--- src/rtl/rheo_pkg.sv ---
package rheo_pkg;
  localparam int CMD_W = 4;

  typedef enum logic [CMD_W-1:0] {
    CMD_NOP      = 4'd0,
    CMD_WR_WIPER = 4'd1,
    CMD_RD_WIPER = 4'd2,
    CMD_STORE    = 4'd3,
    CMD_RESTORE  = 4'd4,
    CMD_RD_MEM   = 4'd5,
    CMD_RD_LAST  = 4'd6,
    CMD_WR_CTRL  = 4'd7,
    CMD_RD_CTRL  = 4'd8,
    CMD_SHDN     = 4'd9
  } cmd_e;

  typedef struct packed {
    logic wr_wiper;
    logic store;
    logic restore;
    logic wr_ctrl;
    logic shdn;
    logic rd_wiper;
    logic rd_mem;
    logic rd_last;
    logic rd_ctrl;
  } op_t;
endpackage

--- src/rtl/rheo_cmd_dec.sv ---
module rheo_cmd_dec
  import rheo_pkg::*;
#(
  parameter int DATA_W = 10,
  localparam int WORD_W = DATA_W + CMD_W + 2
) (
  input  logic              word_valid_i,
  input  logic [WORD_W-1:0] word_i,
  input  logic              store_busy_i,
  output logic              accept_o,
  output op_t               op_o,
  output logic [DATA_W-1:0] data_o
);
  cmd_e cmd;

  assign cmd      = cmd_e'(word_i[DATA_W +: CMD_W]);
  assign data_o   = word_i[DATA_W-1:0];
  assign accept_o = word_valid_i && !store_busy_i; // busy drops the whole word

  always_comb begin
    op_o = '0;
    if (accept_o) begin
      unique case (cmd)
        CMD_WR_WIPER: op_o.wr_wiper = 1'b1;
        CMD_RD_WIPER: op_o.rd_wiper = 1'b1;
        CMD_STORE:    op_o.store    = 1'b1;
        CMD_RESTORE:  op_o.restore  = 1'b1;
        CMD_RD_MEM:   op_o.rd_mem   = 1'b1;
        CMD_RD_LAST:  op_o.rd_last  = 1'b1;
        CMD_WR_CTRL:  op_o.wr_ctrl  = 1'b1;
        CMD_RD_CTRL:  op_o.rd_ctrl  = 1'b1;
        CMD_SHDN:     op_o.shdn     = 1'b1;
        default:      ;
      endcase
    end
  end
endmodule

--- src/rtl/rheo_ctrl_regs.sv ---
module rheo_ctrl_regs
  import rheo_pkg::*;
#(
  parameter int DATA_W  = 10,
  parameter bit LOW_RES = 1'b0,
  localparam int CTRL_W = 3
) (
  input  logic              clk_i,
  input  logic              rst_ni,
  input  op_t               op_i,
  input  logic [DATA_W-1:0] data_i,
  input  logic [DATA_W-1:0] restore_code_i,
  output logic [DATA_W-1:0] wiper_o,
  output logic [CTRL_W-1:0] ctrl_o,
  output logic              shutdown_o,
  output logic              store_req_o
);
  localparam logic [DATA_W-1:0] MID  = DATA_W'(1) << (DATA_W - 1);
  localparam logic [DATA_W-1:0] MASK = LOW_RES ? {{(DATA_W-2){1'b1}}, 2'b00}
                                               : {DATA_W{1'b1}};

  logic [DATA_W-1:0] wiper_q;
  logic [CTRL_W-1:0] ctrl_q;
  logic              shdn_q, req_q;

  always_ff @(posedge clk_i or negedge rst_ni) begin
    if (!rst_ni) begin
      wiper_q <= MID;
      ctrl_q  <= '0;
      shdn_q  <= 1'b0;
      req_q   <= 1'b0;
    end else begin
      if (op_i.restore)                    wiper_q <= restore_code_i & MASK;
      else if (op_i.wr_wiper && ctrl_q[1]) wiper_q <= data_i & MASK;
      if (op_i.wr_ctrl) ctrl_q <= data_i[CTRL_W-1:0];
      if (op_i.restore)   shdn_q <= 1'b0;
      else if (op_i.shdn) shdn_q <= data_i[0];
      req_q <= op_i.store && ctrl_q[0];
    end
  end

  assign wiper_o     = wiper_q;
  assign ctrl_o      = ctrl_q;
  assign shutdown_o  = shdn_q;
  assign store_req_o = req_q;

  assert_locked_wiper_R3: assert property (@(posedge clk_i) disable iff (!rst_ni)
    (op_i.wr_wiper && !ctrl_q[1]) |=> $stable(wiper_q));
  assert_store_gate_R10: assert property (@(posedge clk_i) disable iff (!rst_ni)
    req_q |-> $past(ctrl_q[0] && op_i.store));
  assert_store_pulse_R10: assert property (@(posedge clk_i) disable iff (!rst_ni)
    req_q |=> !req_q || $past(op_i.store));
  assert_shdn_exit_R11: assert property (@(posedge clk_i) disable iff (!rst_ni)
    $fell(shdn_q) |-> $past(op_i.restore || op_i.shdn));
  assert_shdn_entry_R12: assert property (@(posedge clk_i) disable iff (!rst_ni)
    $rose(shdn_q) |-> $past(op_i.shdn && data_i[0]));
endmodule

--- src/rtl/rheo_rsp_reg.sv ---
module rheo_rsp_reg
  import rheo_pkg::*;
#(
  parameter int DATA_W  = 10,
  parameter int ADDR_W  = 6,
  parameter bit LOW_RES = 1'b0,
  localparam int WORD_W = DATA_W + CMD_W + 2
) (
  input  logic              clk_i,
  input  logic              rst_ni,
  input  logic              accept_i,
  input  op_t               op_i,
  input  logic [DATA_W-1:0] wiper_i,
  input  logic [2:0]        ctrl_i,
  input  logic              store_ok_i,
  input  logic [DATA_W-1:0] mem_data_i,
  input  logic [ADDR_W-1:0] last_addr_i,
  output logic [WORD_W-1:0] rsp_o
);
  localparam logic [DATA_W-1:0] MASK = LOW_RES ? {{(DATA_W-2){1'b1}}, 2'b00}
                                               : {DATA_W{1'b1}};

  logic [WORD_W-1:0] rsp_q, rsp_d;

  always_comb begin
    rsp_d = '0;
    if (op_i.rd_wiper)     rsp_d = WORD_W'(wiper_i);
    else if (op_i.rd_mem)  rsp_d = WORD_W'(mem_data_i & MASK);
    else if (op_i.rd_last) rsp_d = WORD_W'(last_addr_i);
    else if (op_i.rd_ctrl) rsp_d = WORD_W'({store_ok_i, ctrl_i});
  end

  always_ff @(posedge clk_i or negedge rst_ni) begin
    if (!rst_ni)       rsp_q <= '0;
    else if (accept_i) rsp_q <= rsp_d;
  end

  assign rsp_o = rsp_q;

  assert_rsp_hold_R9: assert property (@(posedge clk_i) disable iff (!rst_ni)
    !accept_i |=> $stable(rsp_q));
  assert_rd_wiper_R6: assert property (@(posedge clk_i) disable iff (!rst_ni)
    op_i.rd_wiper |=> rsp_q == WORD_W'($past(wiper_i)));
endmodule

--- src/rtl/rheo_cmd_top.sv ---
module rheo_cmd_top
  import rheo_pkg::*;
#(
  parameter int DATA_W  = 10,
  parameter int ADDR_W  = 6,
  parameter bit LOW_RES = 1'b0,
  localparam int WORD_W = DATA_W + CMD_W + 2
) (
  input  logic              clk_i,
  input  logic              rst_ni,
  input  logic              word_valid_i,
  input  logic [WORD_W-1:0] word_i,
  input  logic              store_busy_i,
  input  logic              store_ok_i,
  input  logic [DATA_W-1:0] restore_code_i,
  input  logic [DATA_W-1:0] mem_data_i,
  input  logic [ADDR_W-1:0] last_addr_i,
  output logic [ADDR_W-1:0] mem_addr_o,
  output logic [DATA_W-1:0] wiper_o,
  output logic              shutdown_o,
  output logic              cal_dis_o,
  output logic              store_req_o,
  output logic [WORD_W-1:0] rsp_o
);
  logic              accept;
  op_t               op;
  logic [DATA_W-1:0] data;
  logic [2:0]        ctrl;

  assign mem_addr_o = word_i[ADDR_W-1:0];
  assign cal_dis_o  = ctrl[2];

  rheo_cmd_dec #(.DATA_W(DATA_W)) u_dec (
    .word_valid_i (word_valid_i),
    .word_i       (word_i),
    .store_busy_i (store_busy_i),
    .accept_o     (accept),
    .op_o         (op),
    .data_o       (data)
  );

  rheo_ctrl_regs #(.DATA_W(DATA_W), .LOW_RES(LOW_RES)) u_regs (
    .clk_i          (clk_i),
    .rst_ni         (rst_ni),
    .op_i           (op),
    .data_i         (data),
    .restore_code_i (restore_code_i),
    .wiper_o        (wiper_o),
    .ctrl_o         (ctrl),
    .shutdown_o     (shutdown_o),
    .store_req_o    (store_req_o)
  );

  rheo_rsp_reg #(.DATA_W(DATA_W), .ADDR_W(ADDR_W), .LOW_RES(LOW_RES)) u_rsp (
    .clk_i       (clk_i),
    .rst_ni      (rst_ni),
    .accept_i    (accept),
    .op_i        (op),
    .wiper_i     (wiper_o),
    .ctrl_i      (ctrl),
    .store_ok_i  (store_ok_i),
    .mem_data_i  (mem_data_i),
    .last_addr_i (last_addr_i),
    .rsp_o       (rsp_o)
  );

  assert_busy_hold_R13: assert property (@(posedge clk_i) disable iff (!rst_ni)
    store_busy_i |=> $stable(wiper_o) && $stable(ctrl) && $stable(shutdown_o)
                     && $stable(rsp_o) && !store_req_o);
  assert_ctrl_write_R4: assert property (@(posedge clk_i) disable iff (!rst_ni)
    (word_valid_i && !store_busy_i && word_i[DATA_W +: CMD_W] == 4'd7)
      |=> ctrl == $past(word_i[2:0]));
endmodule

--- config.mk ---
export PLATFORM = sky130hd
export DESIGN_NAME = rheo_cmd_top
export DESIGN_NICKNAME = d
export VERILOG_FILES = /design/src/rtl/rheo_pkg.sv /design/src/rtl/rheo_cmd_dec.sv /design/src/rtl/rheo_ctrl_regs.sv /design/src/rtl/rheo_rsp_reg.sv /design/src/rtl/rheo_cmd_top.sv
export SDC_FILE = /design/constraint.sdc
export NUM_CORES = 1
export LEC_CHECK = 0
export ABC_AREA = 1
export BUFFER_PORTS_ARGS = -buffer_cell sky130_fd_sc_hd__buf_2
export CAP_MARGIN = 15
export CORE_MARGIN = 2
export CORE_UTILIZATION = 47
export DETAILED_ROUTE_END_ITERATION = 12
export PLACE_DENSITY = 0.84
export SLEW_MARGIN = 0
export SYNTH_ARGS = -nofsm -noshare
export SYNTH_HDL_FRONTEND = slang
export SYNTH_SLANG_ARGS = --single-unit
--- constraint.sdc ---
create_clock -name clk_i -period 1.5 [get_ports clk_i]
set_input_delay 0.075 -clock clk_i [delete_from_list [all_inputs] [get_ports clk_i]]
set_output_delay 0.075 -clock clk_i [all_outputs]
set_load 0.02 [all_outputs]
==> out/results.ini <==
[clock_tree]
cts_made_buffers = 3
clockBufferDepth = 2
cts_tree = built
clk_pin_slew_worst_paths_ps = 140
cts_root_buf = clkbuf_4
clk_latency_ps = 310
cts_sinks = 25
htreeDepth = 1
cts_setup_buffers = 0

[cells_and_area]
layout-drive-gt1-share_pct = 32.7
final_nets = 332
final_common_cell = nand2_1
post-route-cell-area_mm2 = 0.00190
final_cell_mix = 79 x nand2_1, 73 x buf_2, 39 x nand3_1
postLayoutCoreUtil_pct = 63.3
num_antenna_cells = 0
area_delta_synth_final_pct = 29.4

[sta]
period_needed_ps = 1310
worst_pin_slew_ps = 548
setup_violations = 0
finalCritPeriodShare_pct = 87.6
slew_viol_final = 0
rsz0062_at_grt = no
slew_headroom_pct = 63.5
holdWs_ps = 7.34
finalSetupTns_ps = 0
fin_skew_ps = 4.24
hold_viol = 0
fmax_mhz = 761

[placement]
place_congestion = 0.904
dpl_cell_area_mm2 = 0.00178
io_buffers = 73
dp_hpwl_um = 2770

[drt]
via_per_inst = 4.85
avgRoutedWirePerCell_um = 11.6
via_count = 1538
drt-total-wl_um = 3670
dr.first_iter.drc_count = 64
drcViolationCount = 0
first_pass_iters = 4
ant_nets = 0

[power_and_ir_drop]
irDropWorstVdd_mv = 0.394
pwr_density_cell_mw_per_mm2 = 853
power_leakage_uw = 0.00116
power_uw = 1620

[global_route]
met1_usage_pct = 26.7
grt.busiest_layer = met2
antenna_found_initial = 0
grt_pass1_wl_um = 5920
met2_usage_pct = 38.2
overflow = 0
grt_max_degree = 26
groute.usage.overall_pct = 21.7
grt_use_met3_pct = 3.25
grt_pass1_vias = 1400

[setup_path]
path_cells = buf_2 > nor2_1 > nand3_1 > nor2_2 > nand2_1 > nand4_1 > dlygate4sd3_1
worstSetupEndpoint = u_rsp.rsp_o[5]
path_class = input port to flop
rrSetupSlack_ps = 250
ff2ff_path_depth = 3
critPathCaptureType = flop
worstPathRequired_ps = 1760
arrival_ps = 1570
cp_max_fo = 10
cpMaxStageDelayCell = dlygate4sd3_1
crit_path_max_incr_delay_ps = 550
cp_top_family = simple AND/OR/NAND/NOR gates
cp-startpoint = word_i[13]
r2r-start = u_regs.wiper_o[5]
crit_cells = 7
r2r_end = u_rsp.rsp_o[5]
start_kind = input port
critPathBufInv = 2

[floorplanning]
rows = 20
coreArea_mm2 = 0.00300
fp.dieH_um = 59.9
die_x_um = 59.9
start_util_pct = 49.0
die_area_mm2 = 0.00359
io_pins = 82

[synthesis]
ys.warnings.count = 0
netlist_area_mm2 = 0.00147
syn_area_per_cell_um2 = 7.07
synth_cells = 208
yosys.cell_types.count = 18
yosysSeqAreaShare_pct = 42.6
synth.top_cells.by_area = dfrtp_1 41%, nand2_1 20%, nand3_1 13%
synth_seq_cells = 25
synth_top_area_cell = dfrtp_1
yosys.area.top_type_share_pct = 40.9

[status]
outcome = complete, no violations

[worst_hold_path]
hold_class = input port to flop

[run]
cap_violations = 0

-- Yosys cell counts --
master and instances:
nor2_1 13, nor2_2 2, nor3_1 2, inv_2 4, dfstp_2 1, buf_4 14
nand2_1 79, clkbuf_1 1, and3_1 1, buf_2 2, inv_1 10, conb_1 1
nand2_2 5, dfrtp_1 24, nand4_1 4, buf_6 2, nand3_1 39, o21ai_0 4
-- final cells by class --
cell class	count	area (um2)
Fill cell	317	1100
Multi-Input combinational cell	155	668
Sequential cell	25	627
Timing Repair Buffer	86	485
Inverter	14	52.6
Tap cell	33	41.3
Clock buffer	3	22.5
Clock inverter	1	5.00
-- worst reg2reg max path, cell delays in order (launching register included) --
cell and delay (ps):
dfrtp_1 410, nand2_1 80, nand4_1 100, dlygate4sd3_1 570
-- cells by family after synthesis --
| group | after synthesis | synth area share (%) |
|---|---|---|
| buf+inv | 33 | 13.2 |
| flops | 25 | 42.6 |
| simple gates | 145 | 42.6 |
| compound gates | 4 | 1.36 |
| other cells | 1 | 0.255 |
-- metal layers --
layer | up-vias | wire length, um
met4 | 0 | 51
met3 | 4 | 214
met5 | - | 0
met1 | 669 | 1570
li1 | 796 | -
met2 | 69 | 1840
-- flip-flops by register name, indices dropped and copies added (netlist names) --
| name | count |
|---|---|
| u_regs.store_req_o | 1 |
| u_rsp.rsp_o | 10 |
| u_regs.shutdown_o | 1 |
| u_regs.ctrl_o | 3 |
| u_regs.wiper_o | 10 |
-- timing repair --
item | in CTS | in global routing
hold endpoints to repair | 30 | 0
gates resized for setup | 0 | 0
hold buffers | 9 | 0
-- through the flow --
stage | setup WS (ps) | instances
global route | 43.4 | 317
global placement | 275 | 304
finish | 186 | 317
CTS | 226 | 317
detailed placement | 241 | 304
floorplan | 633 | 213
-- how the worst min path moves through the flow --
stage                         start                end  slack [ps]  depth (start not counted)
after floorplan              rst_ni   u_regs.ctrl_o[0]        -220                          0
after global placement       rst_ni   u_regs.ctrl_o[2]          90                          1
after detailed placement     rst_ni  u_regs.shutdown_o         100                          1
after CTS                 word_i[1]   u_regs.ctrl_o[1]           5                          3
after global routing      word_i[1]   u_regs.ctrl_o[1]          20                          3
final                     word_i[1]   u_regs.ctrl_o[1]           7                          3
-- where the power goes --
| group | total (uW) | switching [uW] | internal (uW) |
|---|---|---|---|
| logic | 478 | 295 | 183 |
| registers | 844 | 73.6 | 770 |
| clock network | 301 | 202 | 99.6 |
(Power assumes the default switching activity.)
